===== config.mk =====
export PLATFORM = sky130hd
export DESIGN_NAME = ow_master
export DESIGN_NICKNAME = d
export VERILOG_FILES = /design/src/rtl/ow_pkg.sv /design/src/rtl/ow_sync.sv /design/src/rtl/ow_timing_sel.sv /design/src/rtl/ow_tick_cnt.sv /design/src/rtl/ow_master.sv
export SDC_FILE = /design/constraint.sdc
export NUM_CORES = 1
export LEC_CHECK = 0
export ABC_CLOCK_PERIOD_IN_PS = 2600
export BUFFER_PORTS_ARGS = -buffer_cell sky130_fd_sc_hd__buf_2
export CORE_MARGIN = 5
export CORE_UTILIZATION = 56
export CTS_BUF_LIST = sky130_fd_sc_hd__clkbuf_4
export CTS_CLUSTER_DIAMETER = 80
export CTS_CLUSTER_SIZE = 8
export DETAILED_ROUTE_END_ITERATION = 8
export PLACE_DENSITY = 0.79
export SYNTH_ARGS = -nofsm -noshare
export SYNTH_HDL_FRONTEND = slang
export SYNTH_SLANG_ARGS = --single-unit

===== constraint.sdc =====
create_clock -name clk_i -period 2.6 [get_ports clk_i]
set_clock_uncertainty 0.1 [all_clocks]
set_input_delay 0.52 -clock clk_i [delete_from_list [all_inputs] [get_ports clk_i]]
set_output_delay 0.52 -clock clk_i [all_outputs]
set_load 0.02 [all_outputs]

===== src/rtl/ow_pkg.sv =====
package ow_pkg;
  localparam int unsigned OW_TW = 16;

  typedef enum logic [1:0] {
    OW_RESET = 2'd0,
    OW_WR0   = 2'd1,
    OW_WR1   = 2'd2,
    OW_READ  = 2'd3
  } ow_cmd_e;

  typedef struct packed {
    logic [OW_TW-1:0] low;
    logic [OW_TW-1:0] samp;
    logic [OW_TW-1:0] last;
  } ow_win_t;
endpackage


===== src/rtl/ow_sync.sv =====
module ow_sync #(
  parameter int unsigned STAGES = 2
) (
  input  logic clk_i,
  input  logic rst_ni,
  input  logic d_i,
  output logic q_o
);
  logic [STAGES-1:0] sr_q;

  always_ff @(posedge clk_i or negedge rst_ni) begin
    if (!rst_ni) sr_q <= '1;
    else         sr_q <= {sr_q[STAGES-2:0], d_i};
  end

  assign q_o = sr_q[STAGES-1];
endmodule


===== src/rtl/ow_timing_sel.sv =====
module ow_timing_sel
  import ow_pkg::*;
#(
  parameter int unsigned ST_RST_LOW  = 960,
  parameter int unsigned ST_RST_SAMP = 1100,
  parameter int unsigned ST_RST_TOT  = 1920,
  parameter int unsigned ST_SLOT     = 130,
  parameter int unsigned ST_SHORT    = 12,
  parameter int unsigned ST_RD_SAMP  = 26,
  parameter int unsigned ST_REC      = 10,
  parameter int unsigned OD_RST_LOW  = 140,
  parameter int unsigned OD_RST_SAMP = 157,
  parameter int unsigned OD_RST_TOT  = 280,
  parameter int unsigned OD_SLOT     = 16,
  parameter int unsigned OD_SHORT    = 2,
  parameter int unsigned OD_RD_SAMP  = 3,
  parameter int unsigned OD_REC      = 2
) (
  input  ow_cmd_e cmd_i,
  input  logic    od_i,
  output ow_win_t win_o
);
  ow_win_t rst_w [2];
  ow_win_t slot_w [2][4];

  // index 0: standard, 1: overdrive
  for (genvar s = 0; s < 2; s++) begin : g_speed
    localparam int unsigned RL = (s == 0) ? ST_RST_LOW  : OD_RST_LOW;
    localparam int unsigned RS = (s == 0) ? ST_RST_SAMP : OD_RST_SAMP;
    localparam int unsigned RT = (s == 0) ? ST_RST_TOT  : OD_RST_TOT;
    localparam int unsigned SL = (s == 0) ? ST_SLOT     : OD_SLOT;
    localparam int unsigned SH = (s == 0) ? ST_SHORT    : OD_SHORT;
    localparam int unsigned DS = (s == 0) ? ST_RD_SAMP  : OD_RD_SAMP;
    localparam int unsigned RC = (s == 0) ? ST_REC      : OD_REC;
    assign rst_w[s] = '{low: OW_TW'(RL), samp: OW_TW'(RS), last: OW_TW'(RT - 1)};
    assign slot_w[s][0] = rst_w[s];
    assign slot_w[s][1] = '{low: OW_TW'(SL), samp: OW_TW'(DS), last: OW_TW'(SL + RC - 1)};
    assign slot_w[s][2] = '{low: OW_TW'(SH), samp: OW_TW'(DS), last: OW_TW'(SL + RC - 1)};
    assign slot_w[s][3] = '{low: OW_TW'(SH), samp: OW_TW'(DS), last: OW_TW'(SL + RC - 1)};
  end

  assign win_o = slot_w[od_i][cmd_i];
endmodule


===== src/rtl/ow_tick_cnt.sv =====
module ow_tick_cnt #(
  parameter int unsigned TW = 16
) (
  input  logic          clk_i,
  input  logic          rst_ni,
  input  logic          clr_i,
  input  logic          inc_i,
  output logic [TW-1:0] cnt_o
);
  always_ff @(posedge clk_i or negedge rst_ni) begin
    if (!rst_ni)    cnt_o <= '0;
    else if (clr_i) cnt_o <= '0;
    else if (inc_i) cnt_o <= cnt_o + 1'b1;
  end
endmodule


===== src/rtl/ow_master.sv =====
module ow_master
  import ow_pkg::*;
#(
  parameter int unsigned ST_RST_LOW  = 960,
  parameter int unsigned ST_RST_SAMP = 1100,
  parameter int unsigned ST_RST_TOT  = 1920,
  parameter int unsigned ST_SLOT     = 130,
  parameter int unsigned ST_SHORT    = 12,
  parameter int unsigned ST_RD_SAMP  = 26,
  parameter int unsigned ST_REC      = 10,
  parameter int unsigned OD_RST_LOW  = 140,
  parameter int unsigned OD_RST_SAMP = 157,
  parameter int unsigned OD_RST_TOT  = 280,
  parameter int unsigned OD_SLOT     = 16,
  parameter int unsigned OD_SHORT    = 2,
  parameter int unsigned OD_RD_SAMP  = 3,
  parameter int unsigned OD_REC      = 2,
  parameter int unsigned SYNC_STAGES = 2
) (
  input  logic       clk_i,
  input  logic       rst_ni,
  input  logic       tick_i,
  input  logic       start_i,
  input  logic [1:0] cmd_i,
  input  logic       od_i,
  output logic       busy_o,
  output logic       done_o,
  output logic       rd_bit_o,
  output logic       presence_o,
  input  logic       line_i,
  output logic       drive_low_o
);
  logic             busy_q, done_q, od_q, smp_q, rd_q, pres_q;
  ow_cmd_e          cmd_q;
  logic [OW_TW-1:0] cnt_q;
  ow_win_t          win;
  logic             line_s, accept, step, fin, smp_hit;

  ow_sync #(.STAGES(SYNC_STAGES)) u_sync (
    .clk_i(clk_i), .rst_ni(rst_ni), .d_i(line_i), .q_o(line_s)
  );

  ow_timing_sel #(
    .ST_RST_LOW(ST_RST_LOW), .ST_RST_SAMP(ST_RST_SAMP), .ST_RST_TOT(ST_RST_TOT),
    .ST_SLOT(ST_SLOT), .ST_SHORT(ST_SHORT), .ST_RD_SAMP(ST_RD_SAMP), .ST_REC(ST_REC),
    .OD_RST_LOW(OD_RST_LOW), .OD_RST_SAMP(OD_RST_SAMP), .OD_RST_TOT(OD_RST_TOT),
    .OD_SLOT(OD_SLOT), .OD_SHORT(OD_SHORT), .OD_RD_SAMP(OD_RD_SAMP), .OD_REC(OD_REC)
  ) u_tsel (
    .cmd_i(cmd_q), .od_i(od_q), .win_o(win)
  );

  assign accept  = start_i & ~busy_q;
  assign step    = busy_q & tick_i;
  assign fin     = step & (cnt_q == win.last);
  assign smp_hit = step & (cnt_q == win.samp);

  ow_tick_cnt #(.TW(OW_TW)) u_cnt (
    .clk_i(clk_i), .rst_ni(rst_ni), .clr_i(accept), .inc_i(step & ~fin), .cnt_o(cnt_q)
  );

  always_ff @(posedge clk_i or negedge rst_ni) begin
    if (!rst_ni) begin
      busy_q <= 1'b0;
      done_q <= 1'b0;
      cmd_q  <= OW_RESET;
      od_q   <= 1'b0;
      smp_q  <= 1'b1;
      rd_q   <= 1'b0;
      pres_q <= 1'b0;
    end else begin
      done_q <= fin;
      if (accept) begin
        busy_q <= 1'b1;
        cmd_q  <= ow_cmd_e'(cmd_i);
        od_q   <= od_i;
      end else if (fin) begin
        busy_q <= 1'b0;
        if (cmd_q == OW_RESET) pres_q <= ~smp_q;
        if (cmd_q == OW_READ)  rd_q   <= smp_q;
      end
      if (smp_hit) smp_q <= line_s;
    end
  end

  assign busy_o      = busy_q;
  assign done_o      = done_q;
  assign rd_bit_o    = rd_q;
  assign presence_o  = pres_q;
  assign drive_low_o = busy_q & (cnt_q < win.low);
endmodule


# After elaboration in Yosys (flattened, before gate mapping)
# Index checks and enable logic that the tools add are counted.
dict set report word_totals {
  output_inout_bits 5
  word_cells 43
  romBits 0
  latch_bits 0
  reg_bits 26
  memories 0
  ram_bits 0
}
dict set report classes {
  n_addsub 1
  n_bitwise 12
  mul 0
  n_eq_ne 3
  shift 0
  muxes 10
  n_lt_le_gt_ge 3
  n_reduce_logical 5
  n_div 0
}
# cell n
set op_table {}
lappend op_table {{two-way mux 192 bit} 2}
lappend op_table {{two-way mux 186 bit} 1}
lappend op_table {{binary-select mux 48 bit (select 2 bit)} 1}
lappend op_table {{two-way mux 48 bit} 2}
lappend op_table {{== test 16 bit} 2}
lappend op_table {{two-way mux 16 bit} 2}
lappend op_table {{adder 16 x 1 -> 16 bit (second input constant)} 1}
lappend op_table {{less-than comparator 16 bit} 1}
lappend op_table {{AND 1 bit} 6}
lappend op_table {{AND reduction 3 bit} 2}
lappend op_table {{NOT 1 bit} 4}
lappend op_table {{nonzero test 2 bit} 2}
lappend op_table {{>= comparator 3 bit (second input constant)} 1}
lappend op_table {{NOT 2 -> 3 bit} 1}
lappend op_table {{== test 2 bit (second input constant)} 1}
lappend op_table {{>= comparator 2 bit (second input constant)} 1}
lappend op_table {{zero test 2 bit} 1}
lappend op_table {{two-way mux 1 bit} 2}
lappend op_table {{NOT 1 -> 2 bit} 1}

# Depth between registers and ports, before layout
dict set report logic_depth {
  word_depth 13
  depth_mapped 12
}

# Cells and area by module
# Synthesis repeated with hierarchy kept, for this count alone.
dict set report hier_totals {
  cells_unflattened 261
  area_unflattened_um2 2408.6
}
# mod n_inst cells_per_inst seq_area_each_um2 area_each_um2
set by_module_without_submodules {}
lappend by_module_without_submodules {ow_master 1 117 201.4 1039.7}
lappend by_module_without_submodules {ow_tick_cnt 1 82 400.4 872.1}
lappend by_module_without_submodules {ow_timing_sel 1 60 0.0 444.2}
lappend by_module_without_submodules {ow_sync 1 2 52.6 52.6}

# Worst setup path after synthesis
# Ideal clock, no wire load.
dict set report synth_timing {
  path_kind {flip-flop to output port}
  from {reg od_q}
  to {out drive_low_o}
  slack_ns -0.253
  path_buffers 1
  arrival_ns 2.233
  stages_incl_launch_ff 10
  cell_sequence {dfrtp_1 buf_2 inv_1 ha_1 or2b_1 ha_1 a21o_1 a21oi_1 nand3_1 a21oi_1}
}
dict set report synth_between {
  elab_chain_cells 9
}
# element line_no
set synth_rtl {}
lappend synth_rtl {{from (decl)} ow_master.sv:33} ;# logic busy_q, done_q, od_q, smp_q, rd_q, pres_q;
lappend synth_rtl {{from (signal assigned)} ow_master.sv:75} ;# od_q <= od_i;
lappend synth_rtl {{NOT 1 -> 2 bit (implied by the code)} ow_timing_sel.sv:42} ;# assign win_o = slot_w[od_i][cmd_i];
lappend synth_rtl {{two-way mux 186 bit (implied by the code)} ow_timing_sel.sv:42}
lappend synth_rtl {{two-way mux 192 bit (implied by the code) (2 in a row)} ow_timing_sel.sv:42}
lappend synth_rtl {{binary-select mux 48 bit (select 2 bit)} ow_timing_sel.sv:42}
lappend synth_rtl {{two-way mux 48 bit (implied by the code) (2 in a row)} ow_timing_sel.sv:42}
lappend synth_rtl {{less-than comparator 16 bit} ow_master.sv:89} ;# assign drive_low_o = busy_q & (cnt_q < win.low);
lappend synth_rtl {{AND 1 bit} ow_master.sv:89}
lappend synth_rtl {{to (decl)} ow_master.sv:31} ;# output logic drive_low_o
# No other way between the ends. The select of a mux whose other input is x is not followed.

# Worst setup path after layout
dict set report layout_timing {
  from {reg cmd_q[0]}
  to {out drive_low_o}
}
dict set report layout_between {
  elab_chain_cells 6
}
# element line_no
set layout_rtl {}
lappend layout_rtl {{from (decl)} ow_master.sv:34} ;# ow_cmd_e cmd_q;
lappend layout_rtl {{from (signal assigned)} ow_master.sv:74} ;# cmd_q <= ow_cmd_e'(cmd_i);
lappend layout_rtl {{NOT 2 -> 3 bit (implied by the code)} ow_timing_sel.sv:42}
lappend layout_rtl {{binary-select mux 48 bit (select 2 bit)} ow_timing_sel.sv:42}
lappend layout_rtl {{two-way mux 48 bit (implied by the code) (2 in a row)} ow_timing_sel.sv:42}
lappend layout_rtl {{less-than comparator 16 bit} ow_master.sv:89}
lappend layout_rtl {{AND 1 bit} ow_master.sv:89}
# No other way between the ends. The select of a mux whose other input is x is not followed.

==> key figures <==
Floorplanning
  – Core area: about 3300 um2
  – Initial Util: 57.7%
  – Die Span Y: 68.4 um
  – Die width: about 68 um
  – Die Footprint: 4680 um2
  – Io pins: 13
  – FP Rows: 21

Clock network
  – Worst-path clk slew: roughly 0.15 ns
  – Clock Latency Late Sink: 0.32 ns
  – TritonCTS clock tree: built
  – CTS Buf Count: 3
  – CTS Root Cell: clkbuf_4
  – CTS sink count: 26
  – Clock Path Buffers: 2
  – H-tree depth: 1

Synth
  – Compound-Gate Fraction of Synth Area: 18.3%
  – Ys async rst share: 100%
  – Netlist Area Pre-Place: 1910 um2
  – Synth Area per Inst: 8.72 um2
  – Simple-Gate Fraction of Synth Area: 25.6%
  – Most frequent cell after synthesis: dfrtp_1
  – Main combinational cell family by area after synthesis: simple AND/OR/NAND/NOR gates
  – Top post-synthesis cells by count: dfrtp_1, nand2_1, a21oi_1, nor2_1, ha_1
  – Post-Synth Adder-Cell Area: under 10%
  – Area leader, netlist: dfrtp_1
  – Mux cell area share after synthesis: 3.34%
  – Yosys reg bits: 26
  – Prevailing post-synth register cell: dfrtp_1
  – Post-synthesis cell type count: 54
  – Synth Warn #: 0
  – XOR/XNOR Fraction of Synth Area: 4.13%
  – Synth top area share: 30.1%
  – Synth top area cells: dfrtp_1, ha_1, a21oi_1, nand2_1, dfstp_2
  – Number of flops mapped to enable cells by yosys: 0
  – Mapped Cells: 219
  – Proportion of synthesized chip area in sequential cells: 34.3%
  – Synthesized Nets: 240

Routing
  – Via density: 6.43
  – DR iter-0 viols: 202
  – Post-DR wirelength/cell: 18.0 um
  – Final wirelength: 5120 um
  – Via total after detailed routing: 1,833
  – Pre-antenna DRT Iters: 4
  – Routed Antenna Nets: 0
  – Post-route DRC: 0

Pwr
  – Internal cell power: about 0.0012 W
  – PwrDens: 1010 nW/um2
  – LEAKAGE: 0.979 nW
  – NetSw: 0.00110 W
  – Switching Share: 47.1%
  – Logic pwr share: between 60% and 70%
  – Clk pwr share: 7.7%
  – Sequential power share: 27.3%
  – Peak supply drop: around 420 uV

Timing
  – Final Hold Viols: 0
  – Tmin final: roughly 2.8 ns
  – Hold_ws: 0.0819 ns
  – Setup WS post-layout: -0.179 ns
  – Final setup fails: 15
  – Period utilization: 107%
  – RSZ-0062 raised after global routing: true
  – Worst rel slew slack: 54.4%
  – Final setup TNS: -1.38 ns
  – Peak Freq: ~360 MHz
  – Slew @ Worst Pin: 0.684 ns
  – Max-slew violations: 0

Critical path
  – Worst EP required: 1.98 ns
  – CP Class: reg -> out
  – Reg-to-reg startpoint: cmd_q[0]
  – CP Launch Type: register
  – Register-to-register setup slack: -0.16 ns
  – Crit-path max FO: 4
  – Register-to-Register Path Depth: 12
  – Crit Reg-Reg Endpoint: u_cnt.cnt_o[8]
  – WP data arrival: 2.16 ns
  – Crit end category: output pin

Outcome
  – Status: complete, but fails checks
  – Failing checks: negative setup slack

Global route
  – Largest net degree at the start of global routing: 27
  – Vias in the first global route: 1,629
  – Remaining global-route overflow: 0
  – Initial antenna violation count: 0
  – Tot GR Track Use: 21.4%
  – Global-route wire length before repair: 7580 um

Cells and area
  – Fin area: 2310 um2
  – Syn-to-layout area delta: 20.8%
  – Ant diodes: 0
  – Fraction of layout instances using a drive strength above 1: 31.0%
  – Fillers: 261
  – Final #Nets: between 200 and 300

Job
  – Count of max-cap constraint violations: 0

Worst hold path
  – Worst min path class: in -> async

Placement
  – DP Area: 2100 um2
  – DP HPWL: 3210 um
  – I/O Buffers: 12
  – RePlAce Congestion: 0.835
-- metrics by stage --
step | total power, W | setup slack (ns) | std cells | utilization [%]
6_report | 0.00234 | -0.179 | 285 | 69.7
5_1_grt | 0.00250 | -0.311 | 285 | 69.7
4_1_cts | 0.00211 | -0.205 | 280 | 65.8
3_5_place_dp | 0.00184 | 0.0598 | 273 | 63.4
3_3_place_gp | 0.00182 | 0.102 | 273 | 63.4
2_1_floorplan | 0.00156 | 0.0399 | 219 | -
-- what timing repair did --
item,CTS,global route
pin swaps,8,10
hold buffers,0,0
setup buffers,3,2
cloned,0,3
endpoints found under the setup margin,1,18
gates resized for setup,9,21
-- sequential cells by signal, summed over array words and instances, names as in the netlist --
name / cells
smp_q: 1
presence_o: 1
rd_bit_o: 1
od_q: 1
u_cnt.cnt_o: 16
u_sync.sr_q: 2
busy_o: 1
done_o: 1
cmd_q: 2
-- worst max path at each step --
stage,start,end,slack (ns),depth (start not counted)
after floorplan,cmd_q[0],u_cnt.cnt_o[12],0.04,11
after global placement,od_q,smp_q,0.10,8
after detailed placement,od_q,smp_q,0.06,8
after CTS,cmd_q[0],drive_low_o,-0.21,9
after global routing,cmd_q[0],u_cnt.cnt_o[8],-0.31,12
final,cmd_q[0],drive_low_o,-0.18,9
-- critical path, stage by stage (launching register included) --
cell and delay [ns]:
dfrtp_2 0.47, inv_4 0.08, ha_4 0.12, or2b_4 0.29, buf_4 0.15, ha_4 0.22
a21oi_2 0.14, nand3_2 0.11, a21oi_4 0.13, buf_6 0.13
-- layer usage --
layer	track usage, %	share of wire [%]	routed length [um]
met5	0	0	0
met4	5.96	1.7	85
met3	2.46	5.5	281
met2	36.1	50	2540
met1	28.7	43	2210
-- power groups by stage --
stage | registers [W] | logic (W) | clock network, W
6_report | 0.000638 | 0.00152 | 0.000180
5_1_grt | 0.000654 | 0.00164 | 0.000201
4_1_cts | 0.000629 | 0.00130 | 0.000186
3_5_place_dp | 0.000637 | 0.00120 | 0
3_3_place_gp | 0.000636 | 0.00118 | 0
2_1_floorplan | 0.000563 | 0.00100 | 0
-- cells in the final DEF (no fill, tap or decap), types with 2 or more instances in the layout --
master and count:
o21ai_0 4, a21oi_1 12, a31oi_1 3, nand4_1 8, nand3_2 2, mux2i_1 3
dfstp_2 3, o21a_1 2, ha_2 2, nor3_1 2, buf_2 11, ha_1 7
or4_4 2, xor2_1 4, and3_1 5, xnor2_1 5, or4_1 4, dfrtp_1 21
a21oi_2 5, o211ai_1 4, and4_4 4, clkbuf_4 3, buf_6 2, inv_1 4
ha_4 4, o31ai_1 7, nor2_2 2, nand4b_1 2, dfrtp_2 2, nand2b_1 2
buf_4 15, inv_4 2, nand3_1 6, and2_1 2, mux2_4 2, and4_1 2
nor3b_1 2, nor2_1 16, nand2_1 21
-- logic make-up (layout without fill, tap and decap cells) --
logic type | count (synthesis) | after routing
muxes | 6 | 6
and+or+nand+nor | 91 | 94
DFF | 26 | 26
AOI/OAI and AO/OA | 52 | 52
xor gates and xnor gates | 9 | 9
adders and majority gates | 13 | 13
buffers and inverters | 22 | 39
-- cell type report --
cell class              count  area (um2)  share of cell area (%)
well taps                  46        57.6                    2.49
flip-flops and latches     26         657                    28.5
clock buffers               3        22.5                   0.976
clock inverters             1        3.75                   0.163
multi-input cells         174        1330                    57.6
repair buffers             29         210                    9.11
inverters                   6        27.5                    1.19
Power figures use the tool's default switching activity.
